[src/rtl/camreg_pkg.sv]
package camreg_pkg;

  typedef enum logic [3:0] {
    P_IDLE,
    P_START_A,
    P_ID_W,
    P_SUB,
    P_WDATA,
    P_STOP_A,
    P_GAP,
    P_START_B,
    P_ID_R,
    P_RDATA,
    P_STOP_B
  } phase_t;

  // bit index 0..7 carries data, index NINTH is the handshake slot
  localparam int NINTH = 8;

  function automatic logic is_byte(phase_t p);
    return (p == P_ID_W) || (p == P_SUB) || (p == P_WDATA) ||
           (p == P_ID_R) || (p == P_RDATA);
  endfunction

  function automatic phase_t next_phase(phase_t p, logic rd);
    phase_t n;
    case (p)
      P_START_A: n = P_ID_W;
      P_ID_W:    n = P_SUB;
      P_SUB:     n = rd ? P_STOP_A : P_WDATA;
      P_WDATA:   n = P_STOP_A;
      P_STOP_A:  n = rd ? P_GAP : P_IDLE;
      P_GAP:     n = P_START_B;
      P_START_B: n = P_ID_R;
      P_ID_R:    n = P_RDATA;
      P_RDATA:   n = P_STOP_B;
      default:   n = P_IDLE;
    endcase
    return n;
  endfunction

endpackage

[src/rtl/camreg_qtick.sv]
module camreg_qtick #(
  parameter int QDIV = 500
) (
  input  logic clk,
  input  logic rst,
  input  logic clr,
  output logic tick
);
  localparam int CW = (QDIV > 1) ? $clog2(QDIV) : 1;
  localparam logic [CW-1:0] LAST = CW'(QDIV - 1);

  logic [CW-1:0] cnt;

  assign tick = (cnt == LAST);

  always_ff @(posedge clk) begin
    if (rst || clr)
      cnt <= '0;
    else if (tick)
      cnt <= '0;
    else
      cnt <= cnt + 1'b1;
  end
endmodule

[src/rtl/camreg_seq.sv]
module camreg_seq
  import camreg_pkg::*;
#(
  parameter logic [6:0] DEV_ID = 7'h21
) (
  input  logic       clk,
  input  logic       rst,
  input  logic       tick,
  input  logic       start,
  input  logic       rd_wr,
  input  logic [7:0] sub_addr,
  input  logic [7:0] wr_data,
  input  logic       sda_in,
  output logic       accept,
  output phase_t     phase,
  output logic [3:0] bitn,
  output logic [1:0] qtr,
  output logic [7:0] tx_byte,
  output logic       done,
  output logic [7:0] rd_data
);
  logic [7:0] sub_r, wd_r, shreg;
  logic       rw_r;
  logic       seg_end, last_stop;

  assign accept    = (phase == P_IDLE) && start;
  assign seg_end   = tick && (qtr == 2'd3);
  assign last_stop = (phase == P_STOP_B) || ((phase == P_STOP_A) && !rw_r);

  always_comb begin
    case (phase)
      P_ID_W:  tx_byte = {DEV_ID, 1'b0};
      P_SUB:   tx_byte = sub_r;
      P_WDATA: tx_byte = wd_r;
      P_ID_R:  tx_byte = {DEV_ID, 1'b1};
      default: tx_byte = 8'hFF;
    endcase
  end

  always_ff @(posedge clk) begin
    if (rst) begin
      phase   <= P_IDLE;
      qtr     <= 2'd0;
      bitn    <= 4'd0;
      sub_r   <= 8'h00;
      wd_r    <= 8'h00;
      rw_r    <= 1'b0;
      shreg   <= 8'h00;
      done    <= 1'b0;
      rd_data <= 8'h00;
    end else begin
      done <= 1'b0;
      if (phase == P_IDLE) begin
        if (start) begin
          sub_r <= sub_addr;
          wd_r  <= wr_data;
          rw_r  <= rd_wr;
          phase <= P_START_A;
          qtr   <= 2'd0;
          bitn  <= 4'd0;
        end
      end else if (tick) begin
        qtr <= qtr + 2'd1;
        if ((phase == P_RDATA) && (qtr == 2'd2) && !bitn[3])
          shreg <= {shreg[6:0], sda_in};
        if (seg_end) begin
          if (is_byte(phase)) begin
            if (bitn == 4'(NINTH)) begin
              bitn  <= 4'd0;
              phase <= next_phase(phase, rw_r);
            end else begin
              bitn <= bitn + 4'd1;
            end
          end else begin
            phase <= next_phase(phase, rw_r);
          end
          if (last_stop) begin
            done <= 1'b1;
            if (phase == P_STOP_B)
              rd_data <= shreg;
          end
        end
      end
    end
  end
endmodule

[src/rtl/camreg_wave.sv]
module camreg_wave
  import camreg_pkg::*;
(
  input  phase_t     phase,
  input  logic [3:0] bitn,
  input  logic [1:0] qtr,
  input  logic [7:0] tx_byte,
  output logic       scl,
  output logic       oe,
  output logic       o
);
  logic [2:0] idx;
  logic       clk_high;

  assign idx      = 3'd7 - bitn[2:0];
  assign clk_high = (qtr == 2'd1) || (qtr == 2'd2);

  always_comb begin
    scl = 1'b1;
    oe  = 1'b0;
    o   = 1'b1;
    case (phase)
      P_START_A, P_START_B: begin
        scl = (qtr != 2'd3);
        oe  = (qtr != 2'd0);
        o   = 1'b0;
      end
      P_STOP_A, P_STOP_B: begin
        scl = (qtr != 2'd0);
        oe  = (qtr < 2'd2);
        o   = 1'b0;
      end
      P_ID_W, P_SUB, P_WDATA, P_ID_R: begin
        scl = clk_high;
        if (!bitn[3]) begin
          oe = 1'b1;
          o  = tx_byte[idx];
        end
      end
      P_RDATA: begin
        scl = clk_high;
        if (bitn[3]) begin
          oe = 1'b1;
          o  = 1'b1;
        end
      end
      default: ;
    endcase
  end
endmodule

[src/rtl/camreg_master.sv]
module camreg_master
  import camreg_pkg::*;
#(
  parameter int         SYS_HZ = 200_000_000,
  parameter int         BUS_HZ = 100_000,
  parameter logic [6:0] DEV_ID = 7'h21
) (
  input  logic       clk,
  input  logic       rst,
  input  logic       start,
  input  logic       rd_wr,
  input  logic [7:0] sub_addr,
  input  logic [7:0] wr_data,
  output logic [7:0] rd_data,
  output logic       done,
  output logic       scl_o,
  output logic       sda_oe,
  output logic       sda_o,
  input  logic       sda_i
);
  localparam int QDIV_RAW = SYS_HZ / (4 * BUS_HZ);
  localparam int QDIV     = (QDIV_RAW < 1) ? 1 : QDIV_RAW;

  logic       tick, accept;
  phase_t     phase;
  logic [3:0] bitn;
  logic [1:0] qtr;
  logic [7:0] tx_byte;
  logic       w_scl, w_oe, w_o;
  logic [1:0] sda_sync;

  always_ff @(posedge clk) begin
    if (rst) sda_sync <= 2'b11;
    else     sda_sync <= {sda_sync[0], sda_i};
  end

  camreg_qtick #(.QDIV(QDIV)) u_tick (
    .clk  (clk),
    .rst  (rst),
    .clr  (accept),
    .tick (tick)
  );

  camreg_seq #(.DEV_ID(DEV_ID)) u_seq (
    .clk      (clk),
    .rst      (rst),
    .tick     (tick),
    .start    (start),
    .rd_wr    (rd_wr),
    .sub_addr (sub_addr),
    .wr_data  (wr_data),
    .sda_in   (sda_sync[1]),
    .accept   (accept),
    .phase    (phase),
    .bitn     (bitn),
    .qtr      (qtr),
    .tx_byte  (tx_byte),
    .done     (done),
    .rd_data  (rd_data)
  );

  camreg_wave u_wave (
    .phase   (phase),
    .bitn    (bitn),
    .qtr     (qtr),
    .tx_byte (tx_byte),
    .scl     (w_scl),
    .oe      (w_oe),
    .o       (w_o)
  );

  always_ff @(posedge clk) begin
    if (rst) begin
      scl_o  <= 1'b1;
      sda_oe <= 1'b0;
      sda_o  <= 1'b1;
    end else begin
      scl_o  <= w_scl;
      sda_oe <= w_oe;
      sda_o  <= w_o;
    end
  end
endmodule

[config.mk]
export PLATFORM = sky130hd
export DESIGN_NAME = camreg_master
export DESIGN_NICKNAME = d
export VERILOG_FILES = /design/src/rtl/camreg_pkg.sv /design/src/rtl/camreg_qtick.sv /design/src/rtl/camreg_seq.sv /design/src/rtl/camreg_wave.sv /design/src/rtl/camreg_master.sv
export SDC_FILE = /design/constraint.sdc
export NUM_CORES = 1
export LEC_CHECK = 0
export BUFFER_PORTS_ARGS = -buffer_cell sky130_fd_sc_hd__buf_4
export CORE_MARGIN = 1
export CORE_UTILIZATION = 58
export CTS_CLUSTER_DIAMETER = 120
export CTS_CLUSTER_SIZE = 14
export DETAILED_ROUTE_END_ITERATION = 16
export GPL_TIMING_DRIVEN = 0
export HOLD_SLACK_MARGIN = 0.08
export PLACE_DENSITY = 0.91
export SLEW_MARGIN = 0
export SYNTH_ARGS = -nofsm -noshare
export SYNTH_HDL_FRONTEND = slang
export SYNTH_SLANG_ARGS = --single-unit
[constraint.sdc]
create_clock -name clk -period 2.3 [get_ports clk]
set_input_delay 0.46 -clock clk [delete_from_list [all_inputs] [get_ports clk]]
set_output_delay 0.46 -clock clk [all_outputs]
set_load 0.1 [all_outputs]
* Yosys cells after proc, flatten, opt, wreduce, memory -nomap -nowiden
Index checks and enable logic that the tools add are counted.
** Cells by class
- Add/subtract/negate cells :: 4
- Magnitude comparators :: 2
- Eq/ne operators :: 18
- Multiplexer cells :: 28
- Bitwise logic cells :: 3
- Reductions and logical operators :: 32
** Operator list (number)
- 4-bit 2-to-1 mux :: 12
- 4-bit case mux with 9 select lines :: 1
- 8-bit case mux with 4 select lines :: 1
- 4-bit by 3-bit == test with 1-bit output (second input constant) :: 4
- 4-bit == test (second input constant) :: 4
- 4-bit OR reduction :: 3
- 9-bit by 1-bit adder with 9-bit output (second input constant) :: 1
- 9-bit == test (second input constant) :: 1
- 4-bit by 2-bit == test with 1-bit output (second input constant) :: 2
- 4-bit AND reduction :: 2
- 2-bit nonzero test :: 4
- 1-bit logical OR :: 7
- 1-bit 2-to-1 mux :: 6
- 2-bit 2-to-1 mux :: 3
- 2-bit OR reduction :: 3
- 1-bit logical AND :: 5
- 5-bit AND reduction :: 1
- 5-bit OR reduction :: 1
- 4-bit by 1-bit adder with 4-bit output (second input constant) :: 1
- 2-bit == test (second input constant) :: 2
- 4-bit by 1-bit == test with 1-bit output (second input constant) :: 1
- 4-bit zero test :: 1
- 3-bit by 4-bit less-than comparator with 1-bit output (second input constant) :: 1
- 2-bit inequality test (second input constant) :: 2
- other kinds (14) :: 18
** Storage, ports and cells
- Register bits :: 58
- Input port bits :: 21
- Output and inout port bits :: 12
- Word-level logic and storage cells :: 101

* Logic depth before layout (Yosys ltp)
Gate-level depths: netlist of run 1.
- Word-level depth :: 9
- Gate-level depth with buffers :: 7
- Gate-level depth less buffers :: 7

* Modules after synthesis
Synthesis of run 1 repeated with hierarchy kept, for this count alone.
** Second synthesis, totals
- Cells, all modules :: 350
- Area total of the unflattened synthesis :: 3002.9 µm²
** By module, submodules not included
- camreg_seq :: instances 1, cells each 257, area an instance 2117.0 µm², sequential area each 880.8 µm²
- camreg_qtick :: instances 1, cells each 43, area an instance 430.4 µm², sequential area each 180.2 µm²
- camreg_wave :: instances 1, cells each 40, area an instance 324.1 µm², sequential area each 0.0 µm²
- camreg_master :: instances 1, cells each 10, area an instance 131.4 µm², sequential area each 100.1 µm²

* Worst setup path after synthesis of run 1
OpenSTA, ideal clock, no wires.
- Kind :: register -> register
- Start point :: register u_tick.cnt[0]
- End point :: register u_seq.rd_data[6]
- Setup time :: 0.128 ns
- Arrival :: 1.616 ns
- Required time :: 2.172 ns
- Slack :: 0.557 ns
- Stages on the path, launching flop included :: 7
- Cell sequence :: dfxtp_1 > ha_1 > nand2_1 > nor4_4 > nand3_1 > mux2i_1 > nor2_1
** On the way
- Cells in the longest elaborated chain, start to end :: 3
** Ends and longest elaborated chain
- start, declared :: line camreg_qtick.sv:12 : logic [CW-1:0] cnt;
- start signal, assigned :: line camreg_qtick.sv:22 : cnt <= cnt + 1'b1;
- 9-bit == test (*) :: line camreg_qtick.sv:14 : assign tick = (cnt == LAST);
- 1-bit logical AND :: line camreg_seq.sv:27 : assign seg_end = tick && (qtr == 2'd3);
- 5-bit AND reduction (no source line) (*)
- end signal, assigned :: line camreg_seq.sv:80 : rd_data <= shreg;
- end, declared :: line camreg_seq.sv:20 : output logic [7:0] rd_data
Every way passes the cells marked *; elsewhere a longest branch is shown, timed or not.
A chain may end at the register's enable or synchronous reset.

* Final worst setup path of run 1
- Start point :: register u_seq.phase[2]
- End point :: register u_seq.phase[1]
** On the way
- Cells in the longest elaborated chain, start to end :: 9
- Elaborated cells between the ends (all ways) :: 25
** Ends and longest elaborated chain
- start, declared :: line camreg_seq.sv:15 : output phase_t phase,
- start signal, assigned :: line camreg_seq.sv:70 : phase <= next_phase(phase, rw_r);
- start signal, assigned :: line camreg_seq.sv:75 : phase <= next_phase(phase, rw_r);
- branches (longest 9 deep; another with 4-bit case mux with 9 select lines)
Parallel ways; which one is timed is not known. The select of a mux whose other input is x is not followed.

==> impl_metrics.yaml, run 1 <==
placement:
  routabilityCongestion: 0.9877
  place_ws_ps: -98.23
  io_buffers: 31
  post-dp-hpwl_um: 4809
grt:
  grt_antenna_before_repair: 0
  grt_pass1_vias: 2370
  grt_pass1_wl_um: 11180
  grt_usage: 0.2840
  grt_overflow: 0
  grt_max_degree: 11
clock_tree:
  clock_sinks: 58
  cts_resized: 1
  cts_tree: "yes"
  numCtsBuffers: 9
  cts_buffer_depth: 2
  cts-hold-fix-buffers: 0
  cts_root_buf: "clkbuf_8"
  htreeDepth: 3
  clk_pin_slew_ps: 60
  clock_latency_ps: 350
  cts_setup_buffers: 0
logic_synthesis:
  synth-edff-count: 0
  synth_most_common_cell: "dfxtp_1"
  synth_top_cell_by_area: "dfxtp_1"
  synthesis.area_um2: 2823
  syn-mean-instance-area_um2: 8.580
  ys_seq_area_frac: 0.4113
  ys_top_cells_by_area: "dfxtp_1, nand2_1, mux2i_1, a21oi_1, nor2_1"
  syn_inst: 329
  synth_top_cell_area_share: 0.4113
  synthDistinctLibCells: 57
  yosysWarningCount: 0
  ys_async_sr_fraction: 0
  synth-seq-cells: 58
  synth_common_cells: "dfxtp_1, nand2_1, nor2_1"
  synth_nets: 356
  synthFlopType: "dfxtp_1"
die:
  ios: 33
  die_area_um2: 5150
  die_y_um: 71.76
  core_area_um2: 4692
  num_rows: 25
  start_util: 0.6016
  die_w_um: 71.76
drt:
  drc: 0
  drt_pre_antenna_iters: 5
  antenna_left: 0
  num_vias: 2631
  viasPerCell: 6.133
  drt_iter0_drc: 263
  wirelength_um: 6912
  wl_per_cell_um: 16.11
run_status:
  status: "finished clean"
sta:
  fmax_mhz: 470.9
  relSlewSlack: 0.6019
  period_needed_ps: 2124
  finalSetupViolations: 0
  finalCritPeriodShare: 0.9233
  worst_pin_slew_ps: 582.1
  rsz0062_at_grt: "no"
  finClkSkew_ps: 5.277
  setup_ws_ps: 176.4
  drv_slew: 0
  hold_viol_final: 0
  fin_setup_tns_ps: 0
setup_path:
  worst-endpoint-arrival_ps: 2370
  start_kind: "flop"
  crit_start: "u_seq.phase[2]"
  r2r-start: "u_seq.phase[2]"
  endpoint_kind: "flop"
  crit_required_ps: 2540
  crit_type: "reg -> reg"
  crit_fanout: 8
layout:
  layout-drive-gt1-share: 0.1787
  num_antenna_cells: 0
  syn_to_final_growth_pct: 17.51
  nNetsFinal: 398
hold_path:
  min_from: "sda_i"
  hold_class: "in -> reg"
power_and_ir_drop:
  leakagePower_nw: 1.373
  ir_drop_mv: 0.5380
  power_density_nw_per_um2: 680.6
  finalPower_mw: 2.257
flow_run:
  maxCapViolations: 0
kinds of logic (layout without fill, tap and decap cells):
kind of cell	Yosys count	after routing	share of synthesized area
AOI/OAI and AO/OA	76	76	0.1817
xor gates and xnor gates	8	8	0.02482
adders and majority gates	6	6	0.02660
buffers and inverters	29	75	0.05186
DFF	58	58	0.4113
muxes	17	17	0.06073
and+or+nand+nor	135	135	0.2429
worst paths after layout:
check / slack (ps) / end / depth (start not counted)
worst max-delay path: 180 / u_seq.phase[1] / 5
worst min-delay path: 300 / sda_sync[0] / 2
worst max register to register: 180 / u_seq.phase[1] / 5
worst min register to register: 420 / sda_sync[1] / 1
through the flow:
step                      utilization  instances  cell area, µm²  hold WS (ps)
final                          0.7069        429            3317         297.3
after global placement         0.6656        414            3123         398.0
after floorplan                     -        329            2823         389.5
after detailed placement       0.6656        414            3123         407.5
after global routing           0.7069        429            3317         295.8
after CTS                      0.7059        429            3312         292.1
layer usage:
metal | routed length, µm | global-route usage | vias up
met3 | 526 | 0.08439 | 19
li1 | - | - | 1259
met4 | 152 | 0.1155 | 0
met5 | 0 | 0 | -
met1 | 2955 | 0.3809 | 1222
met2 | 3277 | 0.4287 | 131
critical path, stage by stage (launching register included):
cell and delay (ps):
dfxtp_1 410, nor3b_2 550, o311ai_0 320, a41oi_2 440
o21ai_0 130, and2_1 170
final cells by class:
| type | count | area (µm²) |
|---|---|---|
| well taps | 54 | 67.56 |
| flip-flops and latches | 58 | 1161 |
| clock inverters | 6 | 58.81 |
| multi-input cells | 242 | 1526 |
| repair buffers | 31 | 232.7 |
| plain buffers | 19 | 108.9 |
| fillers | 357 | 1375 |
| inverters | 10 | 37.54 |
| clock buffers | 9 | 123.9 |
registers in the layout (all words and copies together) (netlist names):
| name | flops |
|---|---|
| scl_o | 1 |
| sda_o | 1 |
| sda_oe | 1 |
| sda_sync | 2 |
| u_seq.bitn | 4 |
| u_seq.done | 1 |
| u_seq.phase | 4 |
| u_seq.qtr | 2 |
| u_seq.rd_data | 8 |
| u_seq.rw_r | 1 |
| u_seq.shreg | 8 |
| u_seq.sub_r | 8 |
| u_seq.wd_r | 8 |
| u_tick.cnt | 9 |
cell usage in the layout (no fill, tap or decap), types with 4 or more instances in the layout:
cell	netlist	final
a32oi_1	5	5
clkinv_2	0	4
or4_1	4	4
inv_1	10	10
buf_4	1	32
a31oi_1	5	5
clkbuf_8	0	9
and3_1	6	6
nand3_1	11	10
mux2i_1	16	16
nor2b_1	4	4
o21ai_0	8	8
xnor2_1	5	5
a21oi_1	26	26
nand2b_1	4	4
nand4_1	4	4
nand2_1	49	49
ha_1	6	6
a211oi_1	7	7
clkbuf_1	8	8
nor2_1	33	33
buf_2	5	5
dfxtp_1	58	58
power by group:
part / switching, mW / leakage (nW) / internal (mW)
clock network: 0.412 / 0.0986 / 0.487
logic: 0.193 / 0.803 / 0.0986
registers: 0.0239 / 0.471 / 1.04
total: 0.629 / 1.37 / 1.63
Power figures use the tool's default switching activity.
==> inputs of run 2 (changes only) <==
- PLACE_DENSITY: 0.91 -> not set
- PLACE_DENSITY_LB_ADDON: not set -> 0.3
==> run 2 against run 1 <==
Via count down 2.9%. Clock skew up 1.7 ps. Final cell count up 0.23%. Power down 2.8%. Fmax up 0.98%. Core utilization down 0.053 points.
==> impl_metrics.yaml, run 2 (synthesized netlist as in run 1, its figures left out) <==
drt:
  viasPerCell: 5.940
  drt_iter0_drc: 211
  wirelength_um: 6630
  drt_pre_antenna_iters: 5
  num_vias: 2554
  wl_per_cell_um: 15.42
  drc: 0
  antenna_left: 0
setup_path:
  crit_type: "reg -> reg"
  endpoint_kind: "flop"
  crit_required_ps: 2510
  r2r_slack_ps: 200
  r2r-start: "u_seq.phase[0]"
  worst-endpoint-arrival_ps: 2320
  crit_fanout: 10
  rr_worst_depth: 5
  r2r_end: "u_seq.rd_data[5]"
  start_kind: "flop"
sta:
  finClkSkew_ps: 6.957
  finalCritPeriodShare: 0.9144
  relSlewSlack: 0.5813
  hold_viol_final: 0
  drv_slew: 0
  period_needed_ps: 2103
  worst_pin_slew_ps: 612.3
  finalSetupViolations: 0
  fin_setup_tns_ps: 0
  fmax_mhz: 475.5
  rsz0062_at_grt: "no"
layout:
  fill_cells: 389
  largest_register_ffs: 9
  multi_input_area_um2: 1526
  syn_to_final_growth_pct: 17.42
  design_area_um2: 3314
  regMostFlops: "u_tick.cnt"
  ff_latch_area_um2: 1161
  final_cell_mix: "dfxtp_1, nand2_1, nor2_1"
  final_cells: 430
  layout-drive-gt1-share: 0.1809
  num_antenna_cells: 0
  nNetsFinal: 398
  final_common_cell: "dfxtp_1"
grt:
  grt_pass1_vias: 2313
  grt_max_degree: 12
  grt_antenna_before_repair: 0
  grt_pass1_wl_um: 11010
  grt_usage: 0.2815
  grt_overflow: 0
die:
  core_area_um2: 4692
  die_w_um: 71.76
  num_rows: 25
  die_area_um2: 5150
  ios: 33
  start_util: 0.6016
  die_y_um: 71.76
flow_run:
  maxCapViolations: 0
clock_tree:
  cts_setup_buffers: 0
  clock_sinks: 58
  cts_root_buf: "clkbuf_8"
  cts-hold-fix-buffers: 0
  cts_tree: "yes"
  numCtsBuffers: 9
  htreeDepth: 3
  cts_resized: 1
  clk_pin_slew_ps: 70
  clock_latency_ps: 340
  cts_buffer_depth: 2
run_status:
  status: "finished clean"
placement:
  io_buffers: 31
  dpl_cell_area_um2: 3123
  routabilityCongestion: 0.9152
  placed_cells: 414
  post-dp-hpwl_um: 4679
hold_path:
  min_from: "sda_i"
  hold_class: "in -> reg"
  min_path_cells: 2
  hold_path_end: "sda_sync[0]"
power_and_ir_drop:
  power_density_nw_per_um2: 662.2
  leakagePower_nw: 1.363
  ir_drop_mv: 0.4776
## run 2: worst max path at each step
stage,cells past startpoint,endpoint,slack (ps),from
after floorplan,6,u_seq.rd_data[6],560,u_tick.cnt[0]
after global placement,5,u_seq.rd_data[7],-20,u_seq.phase[0]
after detailed placement,5,u_seq.rd_data[5],0.9,u_seq.phase[0]
after CTS,5,u_seq.rd_data[5],90,u_seq.phase[0]
after global routing,7,u_tick.cnt[4],60,u_seq.phase[1]
final,5,u_seq.rd_data[5],200,u_seq.phase[0]
## run 2: where the power goes
part / internal [mW] / switching, mW
clock network: 0.418 / 0.423
registers: 1.04 / 0.0227
logic: 0.0988 / 0.190
total: 1.56 / 0.635
## run 2: area by class of cell
| class | count | area share |
|---|---|---|
| Buffer | 19 | 0.03284 |
| Clock buffer | 10 | 0.04153 |
| Clock inverter | 6 | 0.01284 |
| Inverter | 10 | 0.01133 |
| Multi-Input combinational cell | 242 | 0.4605 |
| Sequential cell | 58 | 0.3503 |
| Tap cell | 54 | 0.02039 |
| Timing Repair Buffer | 31 | 0.07022 |
## run 2: layer usage
metal,global-route usage,vias up,share of wire
li1,-,1270,-
met1,0.3869,1187,0.45
met2,0.4235,83,0.47
met3,0.06751,14,0.065
met4,0.1198,0,0.021
met5,0,-,0
## run 2: stage by stage
step	utilization	power, mW	setup WS (ps)	hold slack [ps]
floorplan	-	1.281	556.5	389.5
global placement	0.6656	1.367	-22.22	401.1
detailed placement	0.6656	1.370	0.8866	405.1
CTS	0.7051	2.199	85.35	298.3
global route	0.7064	2.287	64.37	288.9
finish	0.7064	2.195	196.9	302.4
## run 2: worst max-delay path: stages, from the launching register on
cell and delay, ps:
dfxtp_1 350, clkbuf_1 250, nor4bb_2 640, nand3_2 360
mux2i_1 290, nor2_1 80
==> inputs of run 3 (changes only) <==
- RECOVER_POWER: not set -> 100
==> run 3 against run 2 <==
Die area did not move. Combinational power decreased by 2%. Sequential share of layout area is 0.47 points higher. Largest cell class unchanged. Global-route usage unchanged. Power decreased by 0.22%. Critical path type unchanged. Setup slack improved by 8.5 ps. Critical path depth did not move. Via count increased by 0.82%.
==> impl_metrics.yaml, run 3 (synthesized netlist as in run 1, its figures left out) <==
sta:
  fin_setup_tns_ps: 0
  fmax_mhz: 477.4
  finClkSkew_ps: 7.005
  hold_viol_final: 0
  period_needed_ps: 2095
  relSlewSlack: 0.2197
  worst_pin_slew_ps: 1175
  rsz0062_at_grt: "no"
  finalCritPeriodShare: 0.9107
  finalSetupViolations: 0
  drv_slew: 0
power_and_ir_drop:
  leakagePower_nw: 1.333
  power_density_nw_per_um2: 669.6
  ir_drop_mv: 0.4783
grt:
  grt_usage: 0.2815
  grt_antenna_before_repair: 0
  grt_overflow: 0
  grt_pass1_wl_um: 11010
  grt_max_degree: 12
  grt_pass1_vias: 2313
setup_path:
  cp_cell_sequence: "nor3b_2 -> o31a_1 -> nand3_1 -> or3b_1 -> a21oi_1"
  r2r_end: "u_seq.bitn[1]"
  crit_slowest_cell: "nor3b_2"
  crit_start: "u_seq.phase[2]"
  crit_buf_inv: 0
  r2r-start: "u_seq.phase[2]"
  crit_fanout: 8
  critical-path-max-stage-delay_ps: 570
  start_kind: "flop"
  endpoint_kind: "flop"
  crit_family: "simple AND/OR/NAND/NOR gates"
  rr_worst_depth: 5
  crit_type: "reg -> reg"
  crit_required_ps: 2570
  worst-endpoint-arrival_ps: 2370
  r2r_slack_ps: 210
layout:
  final_cell_mix: "dfxtp_1, nand2_1, nor2_1"
  layout-drive-gt1-share: 0.1649
  final_common_cell: "dfxtp_1"
  syn_to_final_growth_pct: 15.87
  final_cells: 430
  nNetsFinal: 398
  num_antenna_cells: 0
  fill_cells: 399
  regMostFlops: "u_tick.cnt"
  largest_register_ffs: 9
clock_tree:
  clock_latency_ps: 340
  cts_root_buf: "clkbuf_8"
  htreeDepth: 3
  clk_pin_slew_ps: 70
  cts_buffer_depth: 2
  cts_tree: "yes"
  numCtsBuffers: 9
  cts-hold-fix-buffers: 0
  clock_sinks: 58
hold_path:
  min_path_cells: 2
  hold_class: "in -> reg"
  hold_path_end: "sda_sync[0]"
  min_from: "sda_i"
placement:
  routabilityCongestion: 0.9152
  post-dp-hpwl_um: 4679
  placed_cells: 414
  io_buffers: 31
flow_run:
  maxCapViolations: 0
die:
  core_area_um2: 4692
  die_y_um: 71.76
  die_area_um2: 5150
  num_rows: 25
  ios: 33
  die_w_um: 71.76
  start_util: 0.6016
run_status:
  status: "finished clean"
drt:
  drt_iter0_drc: 204
  viasPerCell: 5.988
  drt_pre_antenna_iters: 4
  wl_per_cell_um: 15.43
  wirelength_um: 6633
  drc: 0
  antenna_left: 0
  num_vias: 2575
==> run 3: changes by cell type in the layout (fill, tap and decap cells not counted), sizes merged <==
cell,previous run,this run
clkbuf,18,32
buf,41,27
==> run 3: per-layer routing <==
| metal | GRT usage | wire length [µm] | vias up |
|---|---|---|---|
| met5 | 0 | 0 | - |
| met4 | 0.1198 | 152 | 0 |
| met3 | 0.06751 | 420 | 20 |
| met2 | 0.4235 | 3075 | 101 |
| met1 | 0.3869 | 2985 | 1186 |
| li1 | - | - | 1268 |
==> run 3: what timing repair did <==
action / CTS / global route
buffers inserted: 0 / 0
resized for setup: 1 / 1
endpoints found under the setup margin: 4 / 1
==> run 3: layout make-up <==
cell class / count / area [µm²] / share of cell area
Multi-Input combinational cell: 242 / 1526 / 0.4667
Sequential cell: 58 / 1161 / 0.3550
Timing Repair Buffer: 31 / 196.4 / 0.06006
Clock buffer: 10 / 137.6 / 0.04208
Buffer: 19 / 101.3 / 0.03099
Tap cell: 54 / 67.56 / 0.02066
Clock inverter: 6 / 42.54 / 0.01301
Inverter: 10 / 37.54 / 0.01148
==> run 3: worst max-delay path by stage <==
stage / depth (start not counted) / end / slack (ps)
final: 5 / u_seq.bitn[1] / 210
after global routing: 7 / u_tick.cnt[4] / 40
after CTS: 5 / u_seq.rd_data[5] / 90
after detailed placement: 5 / u_seq.rd_data[5] / 0.9
after global placement: 5 / u_seq.rd_data[7] / -20
after floorplan: 6 / u_seq.rd_data[6] / 560
==> run 3: metrics by stage <==
step	setup slack (ps)	utilization	instance area (µm²)	hold WS [ps]	total power [mW]
global placement	-22.22	0.6656	3123	401.1	1.367
global route	40.22	0.6971	3271	288.9	2.281
floorplan	556.5	-	2823	389.5	1.281
detailed placement	0.8866	0.6656	3123	405.1	1.370
finish	205.4	0.6971	3271	302.1	2.190
CTS	85.35	0.7051	3308	298.3	2.199
==> run 3: power breakdown <==
group	switching [mW]	total, mW	internal [mW]	leakage [nW]
registers	0.0224	1.06	1.04	0.471
clock network	0.423	0.842	0.418	0.0882
logic	0.190	0.283	0.0935	0.774
==> run 3: worst reg2reg max path, delay by kind of cell, from the launching register on <==
family | cells | cell delay [ps]
AND/OR/NAND/NOR | 3 | 1190
flip-flops | 1 | 420
AO/OA/AOI/OAI | 2 | 410
